<file path="config.mk">
export PLATFORM = sky130hd
export DESIGN_NAME = spec_load_tracker
export DESIGN_NICKNAME = d
export VERILOG_FILES = /design/src/rtl/spec_tracker_pkg.sv /design/src/rtl/spec_entry.sv /design/src/rtl/spec_victim.sv /design/src/rtl/spec_result.sv /design/src/rtl/spec_load_tracker.sv
export SDC_FILE = /design/constraint.sdc
export NUM_CORES = 2
export LEC_CHECK = 0
export CORE_MARGIN = 4
export CORE_UTILIZATION = 40
export DETAILED_ROUTE_END_ITERATION = 10
export PLACE_DENSITY = 0.66
export SETUP_SLACK_MARGIN = 0.5
export SLEW_MARGIN = 10
export SYNTH_ARGS = -nofsm -noshare
export SYNTH_HDL_FRONTEND = slang
export SYNTH_SLANG_ARGS = --single-unit
</file>
<file path="constraint.sdc">
create_clock -name clk -period 3.9 [get_ports clk]
set_input_delay 0.585 -clock clk [delete_from_list [all_inputs] [get_ports clk]]
set_output_delay 0.585 -clock clk [all_outputs]
set_load 0.01 [all_outputs]
</file>
<file path="src/rtl/spec_tracker_pkg.sv">
package spec_tracker_pkg;
  typedef enum logic [1:0] {
    ACT_USE     = 2'd0,
    ACT_RELOAD  = 2'd1,
    ACT_RECOVER = 2'd2
  } act_e;
endpackage

</file>
<file path="src/rtl/spec_entry.sv">
module spec_entry #(
  parameter int REG_W  = 7,
  parameter int ADDR_W = 64,
  parameter int OFS_W  = 3
) (
  input  logic              clk,
  input  logic              rst_n,
  input  logic              wr_en,
  input  logic [REG_W-1:0]  wr_reg,
  input  logic [ADDR_W-1:0] wr_addr,
  input  logic              st_en,
  input  logic [ADDR_W-1:0] st_addr,
  input  logic [REG_W-1:0]  alloc_reg,
  input  logic [REG_W-1:0]  chk_reg,
  output logic              vld,
  output logic              alloc_match,
  output logic              chk_match,
  output logic              st_match
);
  localparam int TAG_W = ADDR_W - OFS_W;

  logic [REG_W-1:0] reg_q;
  logic [TAG_W-1:0] tag_q;

  assign st_match    = vld && (tag_q == st_addr[ADDR_W-1:OFS_W]);
  assign alloc_match = vld && (reg_q == alloc_reg);
  assign chk_match   = vld && (reg_q == chk_reg);

  always_ff @(posedge clk) begin
    if (!rst_n) begin
      vld   <= 1'b0;
      reg_q <= '0;
      tag_q <= '0;
    end else if (wr_en) begin
      vld   <= 1'b1;
      reg_q <= wr_reg;
      tag_q <= wr_addr[ADDR_W-1:OFS_W];
    end else if (st_en && st_match) begin
      vld <= 1'b0;
    end
  end
endmodule

</file>
<file path="src/rtl/spec_victim.sv">
module spec_victim #(
  parameter int ENTRIES = 16
) (
  input  logic               clk,
  input  logic               rst_n,
  input  logic               alloc_en,
  input  logic [ENTRIES-1:0] vld_vec,
  input  logic [ENTRIES-1:0] reg_hit_vec,
  output logic [ENTRIES-1:0] sel
);
  localparam int IDX_W = (ENTRIES > 1) ? $clog2(ENTRIES) : 1;

  logic [IDX_W-1:0] ptr_q;
  logic [IDX_W-1:0] idx;
  logic             use_ptr;

  always_comb begin
    idx     = ptr_q;
    use_ptr = 1'b0;
    if (|reg_hit_vec) begin
      for (int i = ENTRIES - 1; i >= 0; i--)
        if (reg_hit_vec[i]) idx = IDX_W'(i);
    end else if (!(&vld_vec)) begin
      for (int i = ENTRIES - 1; i >= 0; i--)
        if (!vld_vec[i]) idx = IDX_W'(i);
    end else begin
      use_ptr = 1'b1;
    end
    sel      = '0;
    sel[idx] = alloc_en;
  end

  always_ff @(posedge clk) begin
    if (!rst_n) begin
      ptr_q <= '0;
    end else if (alloc_en && use_ptr) begin
      ptr_q <= (ptr_q == IDX_W'(ENTRIES - 1)) ? '0 : ptr_q + 1'b1;
    end
  end
endmodule

</file>
<file path="src/rtl/spec_result.sv">
module spec_result #(
  parameter int REG_W = 7
) (
  input  logic             clk,
  input  logic             rst_n,
  input  logic             accept,
  input  logic             hit,
  input  logic             branch_form,
  input  logic [REG_W-1:0] q_reg,
  input  logic             res_ready,
  output logic             res_valid,
  output logic             res_hit,
  output logic [1:0]       res_action,
  output logic [REG_W-1:0] res_reg
);
  import spec_tracker_pkg::*;

  act_e act_d;

  always_comb begin
    if (hit)              act_d = ACT_USE;
    else if (branch_form) act_d = ACT_RECOVER;
    else                  act_d = ACT_RELOAD;
  end

  always_ff @(posedge clk) begin
    if (!rst_n) begin
      res_valid  <= 1'b0;
      res_hit    <= 1'b0;
      res_action <= 2'd0;
      res_reg    <= '0;
    end else if (accept) begin
      res_valid  <= 1'b1;
      res_hit    <= hit;
      res_action <= act_d;
      res_reg    <= q_reg;
    end else if (res_ready) begin
      res_valid <= 1'b0;
    end
  end
endmodule

</file>
<file path="src/rtl/spec_load_tracker.sv">
module spec_load_tracker #(
  parameter int ENTRIES = 16,
  parameter int REG_W   = 7,
  parameter int ADDR_W  = 64,
  parameter int OFS_W   = 3
) (
  input  logic              clk,
  input  logic              rst_n,
  input  logic              alloc_en,
  input  logic [REG_W-1:0]  alloc_reg,
  input  logic [ADDR_W-1:0] alloc_addr,
  input  logic              st_en,
  input  logic [ADDR_W-1:0] st_addr,
  input  logic              chk_valid,
  output logic              chk_ready,
  input  logic [REG_W-1:0]  chk_reg,
  input  logic              chk_branch,
  output logic              res_valid,
  input  logic              res_ready,
  output logic              res_hit,
  output logic [1:0]        res_action,
  output logic [REG_W-1:0]  res_reg
);
  logic [ENTRIES-1:0] vld_vec;
  logic [ENTRIES-1:0] alloc_match_vec;
  logic [ENTRIES-1:0] chk_match_vec;
  logic [ENTRIES-1:0] st_match_vec;
  logic [ENTRIES-1:0] alloc_sel;
  logic               lookup_hit;
  logic               accept;

  for (genvar g = 0; g < ENTRIES; g++) begin : g_ent
    spec_entry #(.REG_W(REG_W), .ADDR_W(ADDR_W), .OFS_W(OFS_W)) u_ent (
      .clk         (clk),
      .rst_n       (rst_n),
      .wr_en       (alloc_sel[g]),
      .wr_reg      (alloc_reg),
      .wr_addr     (alloc_addr),
      .st_en       (st_en),
      .st_addr     (st_addr),
      .alloc_reg   (alloc_reg),
      .chk_reg     (chk_reg),
      .vld         (vld_vec[g]),
      .alloc_match (alloc_match_vec[g]),
      .chk_match   (chk_match_vec[g]),
      .st_match    (st_match_vec[g])
    );
  end

  spec_victim #(.ENTRIES(ENTRIES)) u_victim (
    .clk         (clk),
    .rst_n       (rst_n),
    .alloc_en    (alloc_en),
    .vld_vec     (vld_vec),
    .reg_hit_vec (alloc_match_vec),
    .sel         (alloc_sel)
  );

  assign lookup_hit = |(chk_match_vec & ~(st_en ? st_match_vec : '0));
  assign chk_ready  = !res_valid || res_ready;
  assign accept     = chk_valid && chk_ready;

  spec_result #(.REG_W(REG_W)) u_result (
    .clk         (clk),
    .rst_n       (rst_n),
    .accept      (accept),
    .hit         (lookup_hit),
    .branch_form (chk_branch),
    .q_reg       (chk_reg),
    .res_ready   (res_ready),
    .res_valid   (res_valid),
    .res_hit     (res_hit),
    .res_action  (res_action),
    .res_reg     (res_reg)
  );
endmodule

</file>
# --- After elaboration in Yosys (flattened, before gate mapping) ---
# Cells that the tools add are included.
totals:
  regBits: 1119
  in_bits: 149
  output_inout_bits: 12
  word_cells: 273
op_classes:
  add_sub_neg: 1
  n_lt_le_gt_ge: 2
  n_eq_ne: 49
  n_mux: 76
  bitwise: 3
  reduce_logical: 89
op_table:
  columns: ["op", "count"]
  rows:
  - ["$eq 61x61->1", 16]
  - ["$eq 7x7->1", 32]
  - ["$mux 4", 35]
  - ["$logic_and 1x1->1", 67]
  - ["$mux 1", 37]
  - ["$reduce_bool 2->1", 17]
  - ["$and 16x16->16", 2]
  - ["$reduce_or 16->1", 2]
  - ["$mux 16", 1]
  - ["$not 16->16", 1]
  - ["$reduce_and 16->1", 1]
  - ["$lt 4x5->1 const B", 1]
  - ["$add 4x1->4 const B", 1]
  - ["$demux 1 s4", 1]
  - ["$eq 4x4->1 const B", 1]
  - ["$ge 4x1->1 const B", 1]
  - ["$mux 2", 2]
  - ["$logic_not 1->1", 1]
  - ["$logic_or 1x1->1", 1]

# --- Logic depth before layout (Yosys ltp) ---
logic_depth:
  depth_word: 25
  mapped_depth: 15
  mapped_depth_nobuf: 9

# --- By module ---
# A second synthesis with hierarchy kept.
hier_totals:
  hier_cells: 5414
  area_unflattened_um2: 55807.3
by_module_without_submodules:
  columns: ["mod", "n_inst", "cells_per_inst", "area_per_inst_um2", "seq_area_each_um2"]
  rows:
  - ["spec_entry", 16, 326, 3397.0, 1381.3]
  - ["spec_victim", 1, 129, 828.3, 80.1]
  - ["spec_result", 1, 37, 429.2, 220.2]
  - ["spec_load_tracker", 1, 32, 197.7, 0.0]

# --- Least setup slack after synthesis ---
# OpenSTA, ideal clock, no wires.
synth_timing:
  path_type: "input-to-reg"
  start: "input port alloc_reg[2]"
  end: "register g_ent[15].u_ent.tag_q[51]"
  setup_ps: 72
  t_arrival_ps: 2992
  t_required_ps: 3828
  path_slack_ps: 836
  stages: 14
  n_path_buf: 5
  path_cell_list: "buf_4 -> buf_12 -> xnor2_1 -> nand4_1 -> nor2_2 -> nor2_1 -> a221oi_2 -> o221ai_4 -> nor3_2 -> nor2b_1 -> buf_2 -> buf_6 -> buf_6 -> mux2i_1"
synth_via:
  elab_chain_len: 24
  word_cells_on_any_way: 56
  cone_classes: "2 x order compare; 16 x eq/ne; 19 x mux; 1 x bitwise; 18 x reduce/logical"
synth_rtl:
  columns: ["element", "line", "source"]
  rows:
  - ["from (decl)", "spec_load_tracker.sv:10", "input logic [REG_W-1:0] alloc_reg,"]
  - ["$eq 7x7->1", "spec_entry.sv:26", "assign alloc_match = vld && (reg_q == alloc_reg);"]
  - ["$logic_and 1x1->1", "spec_entry.sv:26", null]
  - ["$mux 4 (16 in series)", "spec_victim.sv:22", "if (reg_hit_vec[i]) idx = IDX_W'(i);"]
  - ["$mux 4 (*)", "spec_victim.sv:20", "if (|reg_hit_vec) begin"]
  - ["$lt 4x5->1 (implied by the code) / $ge 4x1->1 (equally long branches)", "spec_victim.sv:30", "sel[idx] = alloc_en;"]
  - ["$logic_and 1x1->1 (implied by the code)", "spec_victim.sv:30", null]
  - ["$mux 1 (implied by the code)", "spec_victim.sv:30", null]
  - ["$demux 1 s4 (*)", null, null]
  - ["$and 16x16->16 (no source line) (*)", null, null]
  - ["to (signal assigned)", "spec_entry.sv:37", "tag_q <= wr_addr[ADDR_W-1:OFS_W];"]
  - ["to (decl)", "spec_entry.sv:23", "logic [TAG_W-1:0] tag_q;"]
# Every way passes the cells marked *; elsewhere a longest branch is shown, timed or not.
# A chain may end at the register's enable or synchronous reset.

# --- Final worst setup path ---
layout_timing:
  start: "input port st_addr[36]"
  end: "register u_result.res_hit"
layout_via:
  elab_chain_len: 6
  word_cells_on_any_way: 36
  cone_classes: "16 x eq/ne; 1 x mux; 2 x bitwise; 17 x reduce/logical"
layout_rtl:
  columns: ["element", "line", "source"]
  rows:
  - ["from (decl)", "spec_load_tracker.sv:13", "input logic [ADDR_W-1:0] st_addr,"]
  - ["$eq 61x61->1", "spec_entry.sv:25", "assign st_match = vld && (tag_q == st_addr[ADDR_W-1:OFS_W]);"]
  - ["$logic_and 1x1->1", "spec_entry.sv:25", null]
  - ["$mux 16 (*)", "spec_load_tracker.sv:59", "assign lookup_hit = |(chk_match_vec & ~(st_en ? st_match_vec : '0));"]
  - ["$not 16->16 (*)", "spec_load_tracker.sv:59", null]
  - ["$and 16x16->16 (*)", "spec_load_tracker.sv:59", null]
  - ["$reduce_or 16->1 (*)", "spec_load_tracker.sv:59", null]
  - ["to (signal assigned)", "spec_result.sv:34", "res_hit <= hit;"]
  - ["to (decl)", "spec_result.sv:12", "output logic res_hit,"]
# Marked as above.

==> results.json <==
{
  "status": "complete, no violations",
  "ys_types": 86,
  "cp-end-kind": "flop",
  "cts_buffer_depth": 3,
  "ir_drop_mv": 0.374,
  "cpMostUsedCell": "buf_4",
  "hold_slack_ps": 220,
  "cp_max_fo": 5,
  "syn_area_um2": 54700,
  "top_register": "g_ent.u_ent.tag_q",
  "cts_sinks": 1119,
  "filler_cell_count": 12423,
  "grt_max_degree": 202,
  "yosysMostFrequentCell": "nand2_1",
  "area_growth_syn_to_layout_pct": 26.5,
  "antenna_found_initial": 24,
  "grt_pass1_vias": 46837,
  "maxCapViolCount": 0,
  "placementRows": 135,
  "p_total_mw": 27.7,
  "final_util": 0.510,
  "critPathBufInv": 6,
  "clk_latency_ps": 800,
  "wl_per_cell_um": 33.8,
  "dieArea_um2": 143000,
  "synthTopCellsByArea": "dfxtp_1 (41%), mux2i_1 (20%), nand2_1 (8.4%)",
  "via_per_inst": 5.93,
  "vias": 49190,
  "min_path_cells": 3,
  "cpMaxStageDelayCell": "a2111oi_1",
  "die_h_um": 378,
  "leakagePower_nw": 29.4,
  "max_freq_mhz": 289,
  "core_region_area_um2": 136000,
  "ant_nets": 0,
  "hp-class": "in2reg",
  "syn-instance-count": 5788,
  "layout.area.seq_um2": 22400,
  "clkTransAtPathRegs_ps": 60,
  "grt_pass1_wl_um": 379000,
  "pre_cts_ws_ps": -984,
  "drc": 0,
  "clockRootBuffer": "clkbuf_16",
  "cts_tree": "yes",
  "io_pins": 161,
  "die_x_um": 378,
  "final_cells": 8300,
  "setup_viol": 0,
  "hold-path-endpoint": "g_ent[10].u_ent.tag_q[41]",
  "syn_area_per_cell_um2": 9.44,
  "slowest_delay_ps": 680,
  "r2r_slack_ps": 520,
  "htree_num_levels": 3,
  "finalInstanceArea_um2": 69100,
  "critical_path.top_delay_family": "compound AO/OA/AOI/OAI gates",
  "final.period_utilization": 0.887,
  "drive_gt1_frac": 0.176,
  "slew_headroom": 0.151,
  "reg.largest.list": "g_ent.u_ent.tag_q x976, g_ent.u_ent.reg_q x112, g_ent.u_ent.vld x16",
  "ys_seq_area_frac": 0.410,
  "fin_skew_ps": 38.0,
  "min_period_ps": 3460,
  "crit_arrival_ps": 4120,
  "ys_warn_count": 0,
  "setup_ws_ps": 441,
  "tightestPinTransition_ps": 1270,
  "hold_buffers": 0,
  "synthFlopType": "dfxtp_1",
  "rsz0062_at_grt": "yes",
  "reg2reg_from": "g_ent[14].u_ent.vld",
  "finalWeightedCongestion": 1.07,
  "startpoint": "st_addr[36]",
  "wl_um": 281000,
  "place_inst": 8038,
  "rr_worst_depth": 10,
  "placed_area_um2": 64200,
  "ys_seq_elements": 1119,
  "multi_input_area_um2": 29800,
  "finalSetupTns_ps": 0,
  "syn-num-nets": 5938,
  "numCtsBuffers": 120,
  "grt_overflow": 0,
  "port_buffers": 154,
  "hpwlAfterDp_um": 202000,
  "track_usage": 0.383,
  "initialDrtViolationCount": 5880,
  "worstSetupPathType": "in2reg",
  "hold_viol_final": 0,
  "largest_register_ff_count": 976,
  "yosysTopAreaCell": "dfxtp_1",
  "p_per_area_nw_per_um2": 401,
  "synth_async_sr_flop_share": 0,
  "nets": 6552,
  "cp-start-kind": "input pin",
  "start_util": 0.403,
  "dr.pass1.iters": 6,
  "report.final.slew_viol_count": 0,
  "worstHoldStart": "rst_n",
  "synth_edf_count": 0,
  "cp_cell_sequence": "clkdlybuf4s50_1 -> buf_12 -> inv_2 -> buf_4 -> buf_4 -> a2111oi_1 -> nand3_1 -> nor4_1 -> a41o_1 -> buf_4 -> nor3_1 -> a211oi_1 -> nand4_1 -> o221a_2",
  "synth_commonest_cells": "nand2_1 (1220), dfxtp_1 (1119), mux2i_1 (1090)",
  "r2r_end": "u_result.res_hit",
  "crit_required_ps": 4560,
  "synth_top_area_share": 0.410
}
cell type report:
| type | count | share of cell area |
|---|---|---|
| Clock buffer | 176 | 0.0530 |
| Inverter | 120 | 0.00662 |
| Sequential cell | 1119 | 0.324 |
| Antenna cell | 10 | 0.000362 |
| Timing Repair Buffer | 964 | 0.142 |
| Tap cell | 1781 | 0.0322 |
| Multi-Input combinational cell | 4077 | 0.431 |
| Clock inverter | 53 | 0.00995 |
kinds of logic after synthesis:
kind of cell | synth area share
xor gates and xnor gates | 0.139
DFF | 0.410
buffers and inverters | 0.0525
AOI/OAI and AO/OA | 0.0576
adders and majority gates | 0.000229
and+or+nand+nor | 0.141
muxes | 0.200
per-layer routing:
metal,track usage,wire length (um),share of wire,vias to the layer above
met2,0.559,115000,0.41,3060
li1,-,-,-,20996
met1,0.483,109000,0.39,24145
met4,0.277,25300,0.090,18
met3,0.106,31000,0.11,971
met5,0,149,0.00053,-
power breakdown:
part	internal (mW)	total [mW]	switching, mW
clock network	7.43	12.6	5.20
logic	1.21	3.47	2.26
registers	11.5	11.6	0.0979
total	20.2	27.7	7.56
how the worst max path moves through the flow:
| stage | to | slack, ps | cells past startpoint |
|---|---|---|---|
| floorplan | g_ent[15].u_ent.tag_q[51] | 840 | 14 |
| global placement | u_result.res_action[0] | -1290 | 13 |
| detailed placement | u_result.res_hit | -980 | 11 |
| CTS | u_result.res_action[0] | 500 | 13 |
| global route | g_ent[1].u_ent.tag_q[33] | 460 | 13 |
| finish | u_result.res_hit | 440 | 14 |
worst register-to-register path: stages, from the launching register on:
cell and delay [ps]:
dfxtp_1 530, buf_4 240, nand3_1 120, or4_4 560
nor4_2 290, nand4_1 280, buf_4 260, a32o_1 210
a311oi_2 210, nand4_1 270, o221a_2 320
cell usage in the layout (no fill, tap or decap), types with 17 or more instances in the layout:
master,synthesis,final
o2bb2ai_1,45,45
nand2b_1,23,21
clkinv_2,0,27
nand2_1,1220,1199
buf_4,60,626
a21oi_1,25,25
clkdlybuf4s50_1,0,140
inv_1,104,103
a221oi_1,31,31
buf_12,3,172
a22o_1,37,37
xor2_1,433,432
clkbuf_8,0,41
clkbuf_16,0,122
mux2i_1,1090,1090
nor3_1,17,17
nand4_1,152,152
a22oi_1,23,22
dfxtp_1,1119,1112
nor4_1,148,125
nor2b_1,37,34
nor2_1,40,38
xnor2_1,436,436
nand2_2,4,21
o22ai_1,87,87
nor4_2,4,22
repair_timing:
| action | 4_1_cts | 5_1_grt |
|---|---|---|
| pin swaps | 13 | 18 |
| buffers inserted | 10 | 13 |
| gates resized for setup | 47 | 39 |
| endpoints found under the setup margin | 568 | 290 |
No activity file was read; power rests on OpenSTA's default activity.
